==> src/rtl/ssl_pkg.sv <==
package ssl_pkg;
  typedef enum logic [1:0] {
    SEL_SW       = 2'd0,
    SEL_TIMER    = 2'd1,
    SEL_EXT_RISE = 2'd2,
    SEL_EXT_FALL = 2'd3
  } clkSelT;

  typedef struct packed {
    logic shift;      // one shift event this cycle
    logic latchOpen;  // output latch transparent this cycle
  } sslStrobeT;
endpackage

==> src/rtl/ssl_sync.sv <==
module ssl_sync #(
  parameter int STAGES = 2
) (
  input  logic clk,
  input  logic rstN,
  input  logic asyncIn,
  output logic syncOut
);
  logic [STAGES-1:0] chain;

  generate
    if (STAGES == 1) begin : g_single
      always_ff @(posedge clk or negedge rstN)
        if (!rstN) chain <= '0;
        else       chain <= asyncIn;
    end else begin : g_multi
      always_ff @(posedge clk or negedge rstN)
        if (!rstN) chain <= '0;
        else       chain <= {chain[STAGES-2:0], asyncIn};
    end
  endgenerate

  assign syncOut = chain[STAGES-1];
endmodule

==> src/rtl/ssl_ctrl.sv <==
module ssl_ctrl
  import ssl_pkg::*;
#(
  parameter int SYNC_STAGES = 2
) (
  input  logic      clk,
  input  logic      rstN,
  input  logic      serClkIn,
  input  logic      serDataIn,
  input  logic [1:0] clkSel,
  input  logic      timerOvf,
  input  logic      swStrobe,
  output sslStrobeT ctl,
  output logic      syncData
);
  logic syncClk;
  logic prevClk;
  logic riseEdge;
  logic fallEdge;
  clkSelT sel;

  ssl_sync #(.STAGES(SYNC_STAGES)) uClkSync (
    .clk(clk), .rstN(rstN), .asyncIn(serClkIn), .syncOut(syncClk)
  );
  ssl_sync #(.STAGES(SYNC_STAGES)) uDataSync (
    .clk(clk), .rstN(rstN), .asyncIn(serDataIn), .syncOut(syncData)
  );

  always_ff @(posedge clk or negedge rstN)
    if (!rstN) prevClk <= 1'b0;
    else       prevClk <= syncClk;

  assign riseEdge = syncClk & ~prevClk;
  assign fallEdge = ~syncClk & prevClk;
  assign sel      = clkSelT'(clkSel);

  always_comb begin
    ctl = '0;
    unique case (sel)
      SEL_SW: begin
        ctl.shift     = swStrobe;
        ctl.latchOpen = 1'b1;
      end
      SEL_TIMER: begin
        ctl.shift     = timerOvf;
        ctl.latchOpen = 1'b1;
      end
      SEL_EXT_RISE: begin
        ctl.shift     = riseEdge;
        ctl.latchOpen = ~syncClk;
      end
      SEL_EXT_FALL: begin
        ctl.shift     = fallEdge;
        ctl.latchOpen = syncClk;
      end
      default: ctl = '0;
    endcase
  end

  // Two edges of the same polarity can never be back to back.
  p_edge_spacing_r6: assert property (@(posedge clk) disable iff (!rstN)
    (ctl.shift && clkSel[1]) |=> !(ctl.shift && clkSel == $past(clkSel)));
endmodule

==> src/rtl/ssl_datapath.sv <==
module ssl_datapath
  import ssl_pkg::*;
#(
  parameter int WIDTH = 8
) (
  input  logic             clk,
  input  logic             rstN,
  input  sslStrobeT        ctl,
  input  logic             syncData,
  input  logic             internalSrc,
  input  logic             wrEn,
  input  logic [WIDTH-1:0] wrData,
  output logic [WIDTH-1:0] regData,
  output logic             latchOut
);
  localparam int MSB = WIDTH - 1;

  logic [WIDTH-1:0] shiftReg;
  logic             latchQ;

  always_ff @(posedge clk or negedge rstN)
    if (!rstN)          shiftReg <= '0;
    else if (wrEn)      shiftReg <= wrData;
    else if (ctl.shift) shiftReg <= {shiftReg[MSB-1:0], syncData};

  always_ff @(posedge clk or negedge rstN)
    if (!rstN)              latchQ <= 1'b0;
    else if (ctl.latchOpen) latchQ <= shiftReg[MSB];

  assign latchOut = ctl.latchOpen ? shiftReg[MSB] : latchQ;
  assign regData  = shiftReg;

  p_write_wins_r5: assert property (@(posedge clk) disable iff (!rstN)
    wrEn |=> regData == $past(wrData));

  p_shift_r3: assert property (@(posedge clk) disable iff (!rstN)
    (ctl.shift && !wrEn) |=> regData == {$past(regData[MSB-1:0]), $past(syncData)});

  p_hold_r2: assert property (@(posedge clk) disable iff (!rstN)
    (!ctl.shift && !wrEn) |=> $stable(regData));

  p_latch_hold_r7: assert property (@(posedge clk) disable iff (!rstN)
    !ctl.latchOpen |=> (ctl.latchOpen || $stable(latchOut)));

  p_open_internal_r8: assert property (@(posedge clk) disable iff (!rstN)
    internalSrc |-> (ctl.latchOpen && latchOut == regData[MSB]));
endmodule

==> src/rtl/serial_shift_latch.sv <==
module serial_shift_latch
  import ssl_pkg::*;
#(
  parameter int WIDTH       = 8,
  parameter int SYNC_STAGES = 2
) (
  input  logic             clk,
  input  logic             rstN,
  input  logic             serDataIn,
  input  logic             serClkIn,
  input  logic [1:0]       clkSel,
  input  logic             timerOvf,
  input  logic             swStrobe,
  input  logic             wrEn,
  input  logic [WIDTH-1:0] wrData,
  input  logic             outEn,
  output logic             serDataOut,
  output logic [WIDTH-1:0] regData
);
  sslStrobeT ctl;
  logic      syncData;
  logic      latchOut;

  ssl_ctrl #(.SYNC_STAGES(SYNC_STAGES)) uCtrl (
    .clk(clk), .rstN(rstN), .serClkIn(serClkIn), .serDataIn(serDataIn),
    .clkSel(clkSel), .timerOvf(timerOvf), .swStrobe(swStrobe),
    .ctl(ctl), .syncData(syncData)
  );

  ssl_datapath #(.WIDTH(WIDTH)) uData (
    .clk(clk), .rstN(rstN), .ctl(ctl), .syncData(syncData),
    .internalSrc(~clkSel[1]), .wrEn(wrEn), .wrData(wrData),
    .regData(regData), .latchOut(latchOut)
  );

  assign serDataOut = outEn & latchOut;

  p_gate_off_r9: assert property (@(posedge clk) disable iff (!rstN)
    (!outEn && regData[WIDTH-1]) |-> !serDataOut);
endmodule

==> config.mk <==
export PLATFORM = sky130hd
export DESIGN_NAME = serial_shift_latch
export DESIGN_NICKNAME = d
export VERILOG_FILES = /design/src/rtl/ssl_pkg.sv /design/src/rtl/ssl_sync.sv /design/src/rtl/ssl_ctrl.sv /design/src/rtl/ssl_datapath.sv /design/src/rtl/serial_shift_latch.sv
export SDC_FILE = /design/constraint.sdc
export NUM_CORES = 1
export LEC_CHECK = 0
export ABC_AREA = 1
export BUFFER_PORTS_ARGS = -buffer_cell sky130_fd_sc_hd__buf_4
export CAP_MARGIN = 20
export CELL_PAD_IN_SITES_DETAIL_PLACEMENT = 0
export CELL_PAD_IN_SITES_GLOBAL_PLACEMENT = 2
export CORE_MARGIN = 2
export CORE_UTILIZATION = 27
export CTS_BUF_LIST = sky130_fd_sc_hd__clkbuf_8
export CTS_CLUSTER_DIAMETER = 200
export DETAILED_ROUTE_END_ITERATION = 10
export PLACE_DENSITY = 0.87
export SYNTH_ARGS = -nofsm -noshare
export SYNTH_HDL_FRONTEND = slang
export SYNTH_SLANG_ARGS = --single-unit
==> constraint.sdc <==
create_clock -name clk -period 1.3 [get_ports clk]
set_clock_uncertainty 0.2 [all_clocks]
set_input_delay 0.13 -clock clk [delete_from_list [all_inputs] [get_ports clk]]
set_output_delay 0.13 -clock clk [all_outputs]
set_load 0.005 [all_outputs]
==> results.md, run 1 <==
- Routed vias: 752
- Pwr dens: 1010 nW/um^2
- Post-DP HPWL: 1250 um
- GRT Overall Usage: 12.7%
- Largest net degree at the start of global routing: 15
- Max FO, Critical Path: 3
- Area leader, netlist: dfrtp_1
- Num CTS Buffers: 3
- WL per Instance: 11.0 um
- Synth unique cells: 17
- Mapped Nets: 113
- Root buf cell: clkbuf_8
- Nets: 158
- Final Instance Area: 1160 sq um
- Unrepaired setup endpoints after global routing: yes
- DR pass1 iterations: 4
- Seq cells post-synth: 14
- Final core occ: 46.1%
- Initial DRC count: 16
- Yosys warns: 0
- DR vias/cell: 4.48
- CTS tree: yes
- GPL Wtd Cong: 0.710
- CTS sink cnt: 14
- Final critical-path share of the clock period: 117%
- Mux contribution to synthesized area: 0%
- Clk buf depth: 2
- Final ANT Viol Nets: 0
- Starting density of the core: 29.2%
- Fill cell count: 263
- Synth top area cells: dfrtp_1 (48%), nand2_1 (25%), nand4_1 (6.8%)
- Setup CP Type: reg2out
- Setup violators final: 9
- Period minus WS final: 1520 ps
- Place WS: 3.08 ps
- Lkg Pwr: 0.619 nW
- CP required: 970 ps
- Final WS setup: -217 ps
- Worst EP arrival: 1190 ps
- IO Port Bufs: 26
- Vias in the first global route: 729
- Placed cell area: 970 sq um
- Max Fclk: 659 MHz
- Slew Limit Fails: 0
- Avg Cell Area, Syn: 7.76 sq um
- Post-Synth Simple-Gate Area: 44.3%
- Clock-pin slew on the worst setup and hold paths: 60 ps
- Hold Path Class: in2async
- Syn Inst Count: 95
- Worst-Margin Slew: 225 ps
- DRC: 0
- Post-synth top area share: 47.5%
- Setup crit end kind: output pin
- Final wirelength: 1840 um
- TNS Setup: -1140 ps
- Post-synthesis sequential area ratio: 47.5%
- Later-pin clock latency in the skew report: 240 ps
- VDD IR max: 664 uV
- Tot Pwr: 1.17 mW
- IO Pins: 27
- Headroom to the max-slew limit: 84.9%
- Total gr overflow: 0
- XOR/XNOR Fraction of Synth Area: 0%
- Die width: 56.2 um
- Final Hold Violating Endpoints: 0
- Netlist Area Pre-Place: 737 sq um
- Compound-Gate Fraction of Synth Area: 1.19%
- Outcome: complete, but fails checks
- First-pass GRT wire length: 3190 um
- Die Area: 3160 sq um
- Antenna diodes: 0
- Chip height: 56.2 um
- Core Area: 2520 sq um
- H-tree depth: 1
- Core Rows: 18
- Max Cap Viol: 0
- Startpoint types: flip-flop
- Adder-Cell Fraction of Synth Area: 0%
- Share of layout cells above drive strength 1: 35.5%
- Layout overhead on the synthesized area: 57.7%
- Violated checks: negative setup slack
- Largest family of logic cells by synthesized area: simple AND/OR/NAND/NOR gates
- Antenna violations before repair: 0
-- cell usage after synthesis --
library cell   n
nand3_1        1
and2_1         1
dfrtp_1       14
clkinv_1       1
nand2_2        1
inv_2          3
nand4_1        8
nor2_1         4
inv_1          4
buf_4          2
nand3_4        1
nor2_2         1
nand4_4        1
nor2_4         1
o21ai_2        1
inv_4          1
nand2_1       50
-- area by class of cell --
| cell class | instances | area [sq um] | share of cell area (%) |
|---|---|---|---|
| inverter | 9 | 36.3 | 3.12 |
| tap | 30 | 37.5 | 3.23 |
| timing repair buffer | 42 | 347 | 29.8 |
| multi-input combinational | 70 | 350 | 30.1 |
| sequential | 14 | 350 | 30.1 |
| clock buffer | 3 | 41.3 | 3.55 |
-- worst paths after layout --
check                      depth (start not counted)  slack (ps)                            endpoint                          startpoint
min                                                2          80        uData.regData[4]$_DFFE_PN0P_                                rstN
max                                                7        -220                          serDataOut   uCtrl.uClkSync.chain[1]$_DFF_PN0_
min in group clk                                   5          80        uData.regData[5]$_DFFE_PN0P_                                wrEn
max in group asynchronous                          2         640             uCtrl.prevClk$_DFF_PN0_                                rstN
min reg2reg                                        0         150  uCtrl.uDataSync.chain[1]$_DFF_PN0_  uCtrl.uDataSync.chain[0]$_DFF_PN0_
max reg2reg                                        7        -120        uData.regData[0]$_DFFE_PN0P_   uCtrl.uClkSync.chain[1]$_DFF_PN0_
-- state kept, by name (all words and copies together), names as in the netlist --
name and cells:
uData.latchQ 1, uCtrl.prevClk 1, uCtrl.uDataSync.chain 2, uCtrl.uClkSync.chain 2
uData.regData 8
-- worst max-delay path, stage by stage (launching register included) --
cell and delay [ps]:
dfrtp_1 380, inv_2 50, nand2_2 50, nand3_2 90, nand2_2 70, o21ai_2 50, and2_1 130, buf_4 130
-- layout by cell type, fill, tap and decap left out --
master	count
nand2_1	47
nand4_1	8
nand3_2	1
clkinv_1	1
o21ai_2	1
buf_4	30
nand4_4	1
dfrtp_1	14
buf_6	1
nor2_4	1
nand3_4	1
clkbuf_8	3
and2_1	1
nand2_2	4
inv_4	1
inv_1	4
nor2_2	2
inv_2	3
dlygate4sd3_1	11
nor2_1	3
-- per-stage QoR --
| stage | cells | hold slack (ps) |
|---|---|---|
| 6_report | 168 | 77.7 |
| 4_1_cts | 167 | 71.9 |
| 3_3_place_gp | 151 | -202 |
| 2_1_floorplan | 95 | -366 |
| 5_1_grt | 168 | 92.0 |
| 3_5_place_dp | 151 | -202 |
-- power breakdown --
part           switching (mW)  internal [mW]
sequential             0.0369          0.485
clock                   0.147          0.205
combinational           0.134          0.166
total                   0.318          0.856
-- routing by layer --
layer  share of wire (%)  track usage, %  vias to the layer above
li1                    -               -                      384
met1                  46            17.0                      347
met2                  50            20.8                       21
met3                 4.8            2.56                        0
met4                   0            3.06                        0
met5                   0               0                        -
-- cells by family (layout without fill, tap and decap cells) --
family	after synthesis	after routing
AO/OA/AOI/OAI	1	1
flip-flops	14	14
buffers and inverters	11	54
AND/OR/NAND/NOR	69	69
-- timing repair --
action | in CTS | in global routing
hold endpoints to repair | 24 | 0
pin swaps | 3 | 17
buffers inserted | 2 | 1
endpoints found under the setup margin | 6 | 9
resized for setup | 2 | 4
hold buffers | 11 | 0
Power figures use the tool's default switching activity.
==> run 2, diff against run 1 <==
Settings changed: HOLD_SLACK_MARGIN from default to 0.1.
==> results.md, run 2 (synthesis gave the netlist of run 1 again) <==
- Total gr overflow: 0 (unchanged)
- Antenna violations before repair: 0 (unchanged)
- Int Power: 0.866 mW (+1.2%)
- Lkg Pwr: 0.641 nW (+3.6%)
- Final wirelength: 1970 um (+7.1%)
- Layout overhead on the synthesized area: 64.2%
- Nets: 163 (+3.2%)
- Violated checks: negative setup slack
- Initial DRC count: 17 (+1)
- Tot Pwr: 1.19 mW (+1.5%)
- Slew Limit Fails: 0 (unchanged)
- Startpoint types: flip-flop
- Commonest non-fill, non-tap cell in the layout: nand2_1
- Post-DP HPWL: 1250 um (unchanged)
- Core Rows: 18 (unchanged)
- Setup violators final: 9 (unchanged)
- Most frequent cells in the layout: nand2_1 (47), buf_4 (32), dlygate4sd3_1 (14), dfrtp_1 (14), nand4_1 (8)
- Later-pin clock latency in the skew report: 240 ps (about the same)
- IO Port Bufs: 26 (unchanged)
- Non-Filler Instances: 173 (+3.0%)
- Die Area: 3160 sq um (unchanged)
- Chip height: 56.2 um (unchanged)
- Final Hold Violating Endpoints: 0 (unchanged)
- Area occupied by multi-input gates: 353 sq um (+0.71%)
- Power share of the clock group: 29.6% (-0.3 points)
- VDD IR max: 703 uV (+5.8%)
- Max FO, Critical Path: 3 (unchanged)
- Max reg flops: 8 (unchanged)
- Flip-flop and latch area: 350 sq um (unchanged)
- GRT Overall Usage: 13.3% (+0.58 points)
- Routed vias: 792 (+5.3%)
- P_sw: 0.326 mW (+2.4%)
- Clk buf depth: 2 (unchanged)
- Final ANT Viol Nets: 0 (unchanged)
- Placed insts: 151 (unchanged)
- Final WS setup: -218 ps (-0.531 ps)
- Largest net degree at the start of global routing: 15 (unchanged)
- DRC: 0 (unchanged)
- Worst-Margin Slew: 301 ps (+76.0 ps)
- Setup crit end kind: output pin
- Sequential power share: 43.9% (-0.6 points)
- Headroom to the max-slew limit: 79.8% (-5.1 points)
- Combinational share of power: 26.5% (+0.9 points)
- Place WS: 3.08 ps (unchanged)
- DR vias/cell: 4.58 (+2.3%)
- M3 GR Usage: 2.56% (unchanged)
- Final core occ: 48.0% (+1.9 points)
- Fill cell count: 265 (+0.76%)
- TNS Setup: -1320 ps (-179 ps)
- Num CTS Buffers: 3 (unchanged)
- Core Area: 2520 sq um (unchanged)
- WL per Instance: 11.4 um (+4.0%)
- Die width: 56.2 um (unchanged)
- CTS sink cnt: 14 (unchanged)
- Final critical-path share of the clock period: 117% (about the same)
- IO Pins: 27 (unchanged)
- Setup CP Type: reg2out
- Placed cell area: 970 sq um (unchanged)
- Unrepaired setup endpoints after global routing: yes
- Outcome: complete, but fails checks
- Share of layout cells above drive strength 1: 36.4% (+0.86 points)
- Final Instance Area: 1210 sq um (+4.1%)
- First-pass GRT wire length: 3330 um (+4.5%)
- CTS tree: yes
- GPL Wtd Cong: 0.710 (unchanged)
- Hold Path Class: in2reg
- Pwr dens: 985 nW/um^2 (-2.5%)
- CP required: 970 ps (about the same)
- Clock-pin slew on the worst setup and hold paths: 60 ps (about the same)
- Worst EP arrival: 1190 ps (about the same)
- M1 GR Usage: 16.7% (-0.26 points)
- Switching share of power: 27.3% (+0.23 points)
- Starting density of the core: 29.2% (unchanged)
- DR pass1 iterations: 4 (unchanged)
- Root buf cell: clkbuf_8
- H-tree depth: 1 (unchanged)
- Max Cap Viol: 0 (unchanged)
- Met2 Use GR: 23.2% (+2.4 points)
- GRT Max-Usage Layer: met2
- Max Fclk: 659 MHz (about the same)
- Antenna diodes: 0 (unchanged)
- Hold slack final: 115 ps (+37.7 ps)
- Vias in the first global route: 759 (+4.1%)
- Period minus WS final: 1520 ps (+0.531 ps)
-- run 2: final cells by class --
| cell class | count | area share, % |
|---|---|---|
| Tap cell | 30 | 3.10 |
| Sequential cell | 14 | 29.0 |
| Timing Repair Buffer | 47 | 32.4 |
| Clock buffer | 3 | 3.41 |
| Multi-Input combinational cell | 70 | 29.2 |
| Inverter | 9 | 3.00 |
-- run 2: worst paths after layout --
check                                                        start  cells past startpoint  slack (ps)                                 end
worst max-delay path             uCtrl.uClkSync.chain[1]$_DFF_PN0_                      7        -220                          serDataOut
worst max register to register   uCtrl.uClkSync.chain[1]$_DFF_PN0_                      7        -150        uData.regData[5]$_DFFE_PN0P_
worst min-delay path                                     clkSel[1]                      4         120              uData.latchQ$_DFF_PN0_
worst min register to register  uCtrl.uDataSync.chain[0]$_DFF_PN0_                      0         150  uCtrl.uDataSync.chain[1]$_DFF_PN0_
max in group asynchronous                                     rstN                      3          90        uData.regData[5]$_DFFE_PN0P_
min in group asynchronous                                     rstN                      3         640        uData.regData[4]$_DFFE_PN0P_
-- run 2: what timing repair did --
item	4_1_cts	5_1_grt
hold buffers	14	0
setup buffers	2	3
pin swaps	3	17
resized for setup	2	5
endpoints found under the hold margin	24	0
setup endpoints to repair	6	9
-- run 2: worst max-delay path: stages (launching register included) --
cell and delay (ps):
dfrtp_1 380, inv_2 50, nand2_2 50, nand3_2 90, nand2_2 70, o21ai_2 50
and2_1 130, buf_4 130
-- run 2: power groups by stage --
stage	Combinational, mW	Clock, mW	Sequential, mW
3_5_place_dp	0.260	0	0.528
4_1_cts	0.305	0.359	0.521
3_3_place_gp	0.257	0	0.528
2_1_floorplan	0.121	0	0.525
6_report	0.315	0.353	0.523
5_1_grt	0.352	0.386	0.529
-- run 2: routing by layer --
metal	share of wire [%]	vias to the layer above
li1	-	394
met1	43	375
met2	52	23
met3	5.0	0
met4	0	0
met5	0	-
